<file path="src/rtl/uart_mute_rx_pkg.sv">
package uart_mute_rx_pkg;

  typedef enum logic [1:0] {
    ST_IDLE,
    ST_START,
    ST_DATA,
    ST_STOP
  } rx_state_e;

  localparam logic [1:0] ADDR_CTRL = 2'd0;
  localparam logic [1:0] ADDR_DATA = 2'd1;
  localparam logic [1:0] ADDR_STAT = 2'd2;

  // two-of-three decision
  function automatic logic vote3(input logic [2:0] s);
    return (s[0] & s[1]) | (s[0] & s[2]) | (s[1] & s[2]);
  endfunction

endpackage

</file>
<file path="src/rtl/rxm_sync.sv">
module rxm_sync #(
  parameter int STAGES = 2
) (
  input  logic clk,
  input  logic rst_n,
  input  logic d_i,
  output logic q_o
);
  logic [STAGES-1:0] sh;

  always_ff @(posedge clk or negedge rst_n) begin
    if (!rst_n) sh <= '1;
    else        sh <= {sh[STAGES-2:0], d_i};
  end

  assign q_o = sh[STAGES-1];
endmodule

</file>
<file path="src/rtl/rxm_frame.sv">
// Frame engine: start search, mid-bit majority sampling, deserialization.
// OVS must be a power of two so the tick counter wraps per bit.
module rxm_frame
  import uart_mute_rx_pkg::*;
#(
  parameter int OVS   = 16,
  parameter int DBITS = 8
) (
  input  logic             clk,
  input  logic             rst_n,
  input  logic             en_i,
  input  logic             tick_i,
  input  logic             rx_i,
  output logic             done_o,
  output logic             stop_ok_o,
  output logic [DBITS-1:0] data_o
);
  localparam int CW   = $clog2(OVS);
  localparam int BW   = $clog2(DBITS + 1);
  localparam int SMP0 = OVS / 2 - 1;

  rx_state_e       st;
  logic [CW-1:0]   cnt;
  logic [BW-1:0]   bitn;
  logic [2:0]      smp;
  logic            bit_v;

  assign bit_v = vote3(smp);

  always_ff @(posedge clk or negedge rst_n) begin
    if (!rst_n) begin
      st        <= ST_IDLE;
      cnt       <= '0;
      bitn      <= '0;
      smp       <= '1;
      data_o    <= '0;
      done_o    <= 1'b0;
      stop_ok_o <= 1'b0;
    end else begin
      done_o <= 1'b0;
      if (!en_i) begin
        st <= ST_IDLE;
      end else if (tick_i) begin
        if (st == ST_IDLE) begin
          if (!rx_i) begin
            st  <= ST_START;
            cnt <= CW'(1);
          end
        end else begin
          cnt <= cnt + 1'b1;
          if (cnt == CW'(SMP0))     smp[0] <= rx_i;
          if (cnt == CW'(SMP0 + 1)) smp[1] <= rx_i;
          if (cnt == CW'(SMP0 + 2)) smp[2] <= rx_i;
          if (cnt == CW'(OVS - 1)) begin
            case (st)
              ST_START: begin
                if (bit_v) st <= ST_IDLE;
                else begin
                  st   <= ST_DATA;
                  bitn <= '0;
                end
              end
              ST_DATA: begin
                data_o <= {bit_v, data_o[DBITS-1:1]};
                bitn   <= bitn + 1'b1;
                if (bitn == BW'(DBITS - 1)) st <= ST_STOP;
              end
              default: begin
                st        <= ST_IDLE;
                done_o    <= 1'b1;
                stop_ok_o <= bit_v;
              end
            endcase
          end
        end
      end
    end
  end

  // a disabled receiver sits in its idle state and completes nothing
  a_r2_halt_when_off: assert property (@(posedge clk) disable iff (!rst_n)
    !en_i |=> (st == ST_IDLE) && !done_o);

  // a start bit is never accepted outside the end of its bit period
  a_r3_start_decided_at_end: assert property (@(posedge clk) disable iff (!rst_n)
    (st == ST_START) && en_i && tick_i && (cnt != CW'(OVS - 1)) |=> (st == ST_START));
endmodule

</file>
<file path="src/rtl/rxm_idle.sv">
// Idle detector: one pulse after a full frame of continuous high line.
module rxm_idle #(
  parameter int OVS        = 16,
  parameter int FRAME_BITS = 10
) (
  input  logic clk,
  input  logic rst_n,
  input  logic en_i,
  input  logic tick_i,
  input  logic rx_i,
  output logic idle_o
);
  localparam int LIMIT = OVS * FRAME_BITS;
  localparam int W     = $clog2(LIMIT + 1);

  logic [W-1:0] cnt;
  logic         fired;

  always_ff @(posedge clk or negedge rst_n) begin
    if (!rst_n) begin
      cnt    <= '0;
      fired  <= 1'b0;
      idle_o <= 1'b0;
    end else begin
      idle_o <= 1'b0;
      if (!en_i || !rx_i) begin
        cnt   <= '0;
        fired <= 1'b0;
      end else if (tick_i && !fired) begin
        cnt <= cnt + 1'b1;
        if (cnt == W'(LIMIT - 1)) begin
          fired  <= 1'b1;
          idle_o <= 1'b1;
        end
      end
    end
  end

  // the idle pulse only follows a high line
  a_r8_idle_on_high_line: assert property (@(posedge clk) disable iff (!rst_n)
    idle_o |-> $past(rx_i) && $past(en_i));
endmodule

</file>
<file path="src/rtl/uart_mute_rx.sv">
module uart_mute_rx
  import uart_mute_rx_pkg::*;
#(
  parameter int OVS        = 16,
  parameter int DBITS      = 8,
  parameter int FRAME_BITS = DBITS + 2,
  parameter int SYNC       = 2
) (
  input  logic       clk,
  input  logic       rst_n,
  input  logic       rx_i,
  input  logic       tick_i,
  input  logic       reg_wr_i,
  input  logic       reg_rd_i,
  input  logic [1:0] reg_addr_i,
  input  logic [7:0] reg_wdata_i,
  output logic [7:0] reg_rdata_o
);
  logic             rx_s;
  logic             done;
  logic             stop_ok;
  logic [DBITS-1:0] rxd;
  logic             idle_p;

  logic             on_q, mute_q, got_q;
  logic [DBITS-1:0] data_q;
  logic             full_q, ovr_q, ferr_q;
  logic             wr_ctrl, rd_data;
  logic             unused_wdata;

  assign wr_ctrl      = reg_wr_i && (reg_addr_i == ADDR_CTRL);
  assign rd_data      = reg_rd_i && (reg_addr_i == ADDR_DATA);
  assign unused_wdata = ^reg_wdata_i[7:2];

  rxm_sync #(.STAGES(SYNC)) u_sync (
    .clk(clk), .rst_n(rst_n), .d_i(rx_i), .q_o(rx_s)
  );

  rxm_frame #(.OVS(OVS), .DBITS(DBITS)) u_frame (
    .clk(clk), .rst_n(rst_n), .en_i(on_q), .tick_i(tick_i), .rx_i(rx_s),
    .done_o(done), .stop_ok_o(stop_ok), .data_o(rxd)
  );

  rxm_idle #(.OVS(OVS), .FRAME_BITS(FRAME_BITS)) u_idle (
    .clk(clk), .rst_n(rst_n), .en_i(on_q), .tick_i(tick_i), .rx_i(rx_s),
    .idle_o(idle_p)
  );

  always_ff @(posedge clk or negedge rst_n) begin
    if (!rst_n) begin
      on_q   <= 1'b0;
      mute_q <= 1'b0;
      got_q  <= 1'b0;
      data_q <= '0;
      full_q <= 1'b0;
      ovr_q  <= 1'b0;
      ferr_q <= 1'b0;
    end else begin
      if (rd_data) begin
        full_q <= 1'b0;
        ovr_q  <= 1'b0;
        ferr_q <= 1'b0;
      end
      if (done && !mute_q) begin
        got_q <= 1'b1;
        if (full_q && !rd_data) begin
          ovr_q <= 1'b1;
        end else begin
          data_q <= rxd;
          full_q <= 1'b1;
          ferr_q <= !stop_ok;
        end
      end
      if (mute_q && idle_p && got_q) mute_q <= 1'b0;
      if (wr_ctrl) begin
        on_q   <= reg_wdata_i[0];
        mute_q <= reg_wdata_i[1];
      end
    end
  end

  always_comb begin
    case (reg_addr_i)
      ADDR_CTRL: reg_rdata_o = {6'd0, mute_q, on_q};
      ADDR_DATA: reg_rdata_o = 8'(data_q);
      ADDR_STAT: reg_rdata_o = {5'd0, ferr_q, ovr_q, full_q};
      default:   reg_rdata_o = 8'd0;
    endcase
  end

  // an active-mode completion into an empty register loads it
  a_r4_load_sets_full: assert property (@(posedge clk) disable iff (!rst_n)
    done && !mute_q && !full_q |=> full_q && (data_q == $past(rxd)));

  // completion against a full register keeps the old character
  a_r5_overrun_keeps_data: assert property (@(posedge clk) disable iff (!rst_n)
    done && !mute_q && full_q && !rd_data |=> ovr_q && $stable(data_q));

  // muted completions leave data and flags untouched
  a_r7_mute_silent: assert property (@(posedge clk) disable iff (!rst_n)
    done && mute_q && !rd_data |=> $stable({full_q, ovr_q, ferr_q, data_q}));

  // without a prior character the mute bit holds
  a_r9_no_wake_unarmed: assert property (@(posedge clk) disable iff (!rst_n)
    mute_q && !got_q && !wr_ctrl |=> mute_q);

  // an armed idle detection ends mute mode
  a_r8_wake_clears: assert property (@(posedge clk) disable iff (!rst_n)
    mute_q && got_q && idle_p && !wr_ctrl |=> !mute_q);
endmodule

</file>
<file path="config.mk">
export PLATFORM = sky130hd
export DESIGN_NAME = uart_mute_rx
export DESIGN_NICKNAME = d
export VERILOG_FILES = /design/src/rtl/uart_mute_rx_pkg.sv /design/src/rtl/rxm_sync.sv /design/src/rtl/rxm_frame.sv /design/src/rtl/rxm_idle.sv /design/src/rtl/uart_mute_rx.sv
export SDC_FILE = /design/constraint.sdc
export NUM_CORES = 1
export LEC_CHECK = 0
export ABC_AREA = 1
export BUFFER_PORTS_ARGS = -buffer_cell sky130_fd_sc_hd__buf_2
export CORE_MARGIN = 2
export CORE_UTILIZATION = 50
export CTS_BUF_LIST = sky130_fd_sc_hd__clkbuf_4
export DETAILED_ROUTE_END_ITERATION = 7
export GPL_TIMING_DRIVEN = 0
export HOLD_SLACK_MARGIN = 0.05
export PLACE_DENSITY = 0.69
export SYNTH_ARGS = -nofsm -noshare
export SYNTH_HDL_FRONTEND = slang
export SYNTH_SLANG_ARGS = --single-unit
</file>
<file path="constraint.sdc">
create_clock -name clk -period 2.5 [get_ports clk]
set_input_delay 0.5 -clock clk [delete_from_list [all_inputs] [get_ports clk]]
set_output_delay 0.5 -clock clk [all_outputs]
set_load 0.03 [all_outputs]
</file>
==> flow_summary.yaml <==
status:
  outcome: "complete, no violations"
yosys:
  syn_nets: 318
  avgSynthCellArea_um2: 8.46
  synthDistinctLibCells: 27
  ys.flop_type: "dfrtp_1"
  yosysTopAreaCell: "dfrtp_1"
  yosysWarnings: 0
  syn_area_um2: 2480
  synth_cells: 293
  ys_ff_latch: 49
  synth_top_area_share_pct: 44.4
  synth_area_leaders: "dfrtp_1 44%, nand2_1 11%, inv_1 7.3%"
  ys_seq_area_share_pct: 49.7
  synth_enable_flop_cells: 0
  synthArstFlopShare_pct: 100
clocking:
  post_cts_resized: 0
  h-tree-depth: 2
  cts.path.max_buffers: 2
  postCtsHoldBufs: 0
  post_cts_buffers: 0
  clk_pin_slew_ns: 0.14
  root_buffer: "clkbuf_4"
  clkSinkCount: 49
  numCtsBuffers: 5
  worstSkewPairLatency_ns: 0.37
  cts_tree: "done"
floorplan:
  die_w_um: 74.4
  start_util_pct: 52.2
  dieArea_um2: 5540
  num_io_pins: 24
  design.core.area_um2: 4750
  num_rows: 25
  die_y_um: 74.4
sta:
  final.setup.tns_ns: 0
  fmax_mhz: 527
  hold_viol_final: 0
  worst_pin_slew_ns: 1.05
  setup_violations: 0
  whs_ns: 0.217
  slew_headroom_pct: 30.3
  min_period_ns: 1.90
  rsz0062_at_grt: "false"
  finClkSkew_ns: 0.00903
  slew_viol_final: 0
  fin_ws_ns: 0.602
  post-route-period-util_pct: 75.9
worst_setup_path:
  critical_path_arrival_ns: 1.40
  path_cells: "buf_2 > nand2_1 > nand3_1 > buf_2"
  critPathTopFamily: "flip-flops"
  path_common_cell: "buf_2"
  cp_max_fo: 10
  cp_num_buf_inv: 2
  critPathRequiredTime_ns: 2.00
  slowest_delay_ns: 0.44
  crit_type: "flip-flop to output pin"
  critPathCaptureType: "output pin"
  slowest_stage: "dfrtp_1"
  critPathLaunchType: "flip-flop"
power:
  ir_drop_v: 0.000340
  power_density_nw_per_um2: 594
  p_leak_nw: 1.36
global_routing:
  grt_max_degree: 50
  track_usage_pct: 17.4
  met1_usage_pct: 21.2
  grt_use_met3_pct: 4.07
  grt_pass1_vias: 1800
  grt_pass1_wl_mm: 7.49
  busiest_layer: "met2"
  antenna_found_initial: 0
  grt_use_met2_pct: 30.7
  grt-ovfl-total: 0
place:
  dp_slack_ns: 0.738
  place_congestion: 0.800
  dp.final_hpwl_mm: 3.03
  io_buffers: 17
  placed_area_um2: 2650
layout:
  n_fill_cell: 450
  syn2layout_area_growth_pct: 9.23
  fin_area_um2: 2710
  nNetsFinal: 342
  final_common_cell: "nand2_1"
  most-common-layout-cells: "73 x nand2_1, 48 x inv_1, 44 x dfrtp_1"
  drive_gt1_share_pct: 19.8
  antenna_cells: 0
  final_util_pct: 57.0
worst_hold_path:
  hp-class: "input pin to flip-flop"
drt:
  via_per_inst: 4.82
  dr.first_iter.drc_count: 111
  dr.pass1.iters: 5
  totalWireLength_mm: 4.11
  num_vias: 1857
  ant_nets: 0
  drc_errors: 0
  wl_per_cell_um: 10.7
run:
  cap_viol_max_count: 0
final timing paths:
path	startpoint	endpoint	slack, ns	cells past startpoint
hold / removal	rx_i	u_sync.sh[0]$_DFF_PN1_	0.22	1
hold reg to reg	u_sync.sh[0]$_DFF_PN1_	u_sync.sh[1]$_DFF_PN1_	0.37	0
setup reg to reg	u_frame.st[0]$_DFFE_PN0P_	u_frame.data_o[7]$_DFFE_PN0P_	0.82	9
min in group asynchronous	rst_n	u_idle.cnt[5]$_DFFE_PN0P_	0.30	1
max in group asynchronous	rst_n	u_frame.cnt[3]$_DFFE_PN0P_	1.56	1
setup / recovery	on_q$_DFFE_PN0P_	reg_rdata_o[0]	0.60	4
synth_stat cells (4+ instances only):
cell type  instances
nand4_1            5
o21ai_0           13
ha_1               9
a21oi_1            8
o21ai_2           16
nand2_2            4
nand3_1           24
inv_1             48
dfrtp_1           44
nand2_1           73
dfstp_2            5
nor2_1            24
layer usage:
layer	vias up	share of wire, %
li1	969	-
met1	843	49
met2	40	47
met3	5	3.4
met4	0	1.1
met5	-	0
final cells by class:
| type | instances | area [um2] | share of cell area (%) |
|---|---|---|---|
| sequential | 49 | 1230 | 45.5 |
| timing repair buffer | 17 | 85.1 | 3.14 |
| multi-input combinational | 192 | 1040 | 38.2 |
| tap | 67 | 83.8 | 3.09 |
| clock buffer | 6 | 45.0 | 1.66 |
| clock inverter | 2 | 15.0 | 0.554 |
| buffer | 3 | 27.5 | 1.02 |
| inverter | 49 | 184 | 6.79 |
power breakdown:
part / total (mW) / switching [mW] / internal [mW]
Clock: 0.376 / 0.255 / 0.121
Combinational: 0.294 / 0.192 / 0.103
Sequential: 0.938 / 0.0696 / 0.868
Total: 1.61 / 0.516 / 1.09
cells by family after synthesis:
family | count (synthesis) | share of synthesized area [%]
flip-flops | 49 | 49.7
multiplexers | 1 | 0.454
buffers and inverters | 52 | 8.53
AO/OA/AOI/OAI | 41 | 11.0
AND/OR/NAND/NOR | 140 | 25.4
XOR/XNOR | 1 | 0.353
adder cells (fa/ha/maj) | 9 | 4.54
flip-flops by register name, indices dropped and copies added (netlist names):
| name | flops |
|---|---|
| data_q | 8 |
| ferr_q | 1 |
| full_q | 1 |
| got_q | 1 |
| mute_q | 1 |
| on_q | 1 |
| ovr_q | 1 |
| u_frame.bitn | 4 |
| u_frame.cnt | 4 |
| u_frame.data_o | 8 |
| u_frame.done_o | 1 |
| u_frame.smp | 3 |
| u_frame.st | 2 |
| u_frame.stop_ok_o | 1 |
| u_idle.cnt | 8 |
| u_idle.fired | 1 |
| u_idle.idle_o | 1 |
| u_sync.sh | 2 |
metrics by stage:
step	std cells	power [mW]
2_1_floorplan	293	1.16
3_3_place_gp	377	1.24
3_5_place_dp	377	1.25
4_1_cts	385	1.63
5_1_grt	385	1.72
6_report	385	1.61
Power figures use the tool's default switching activity.
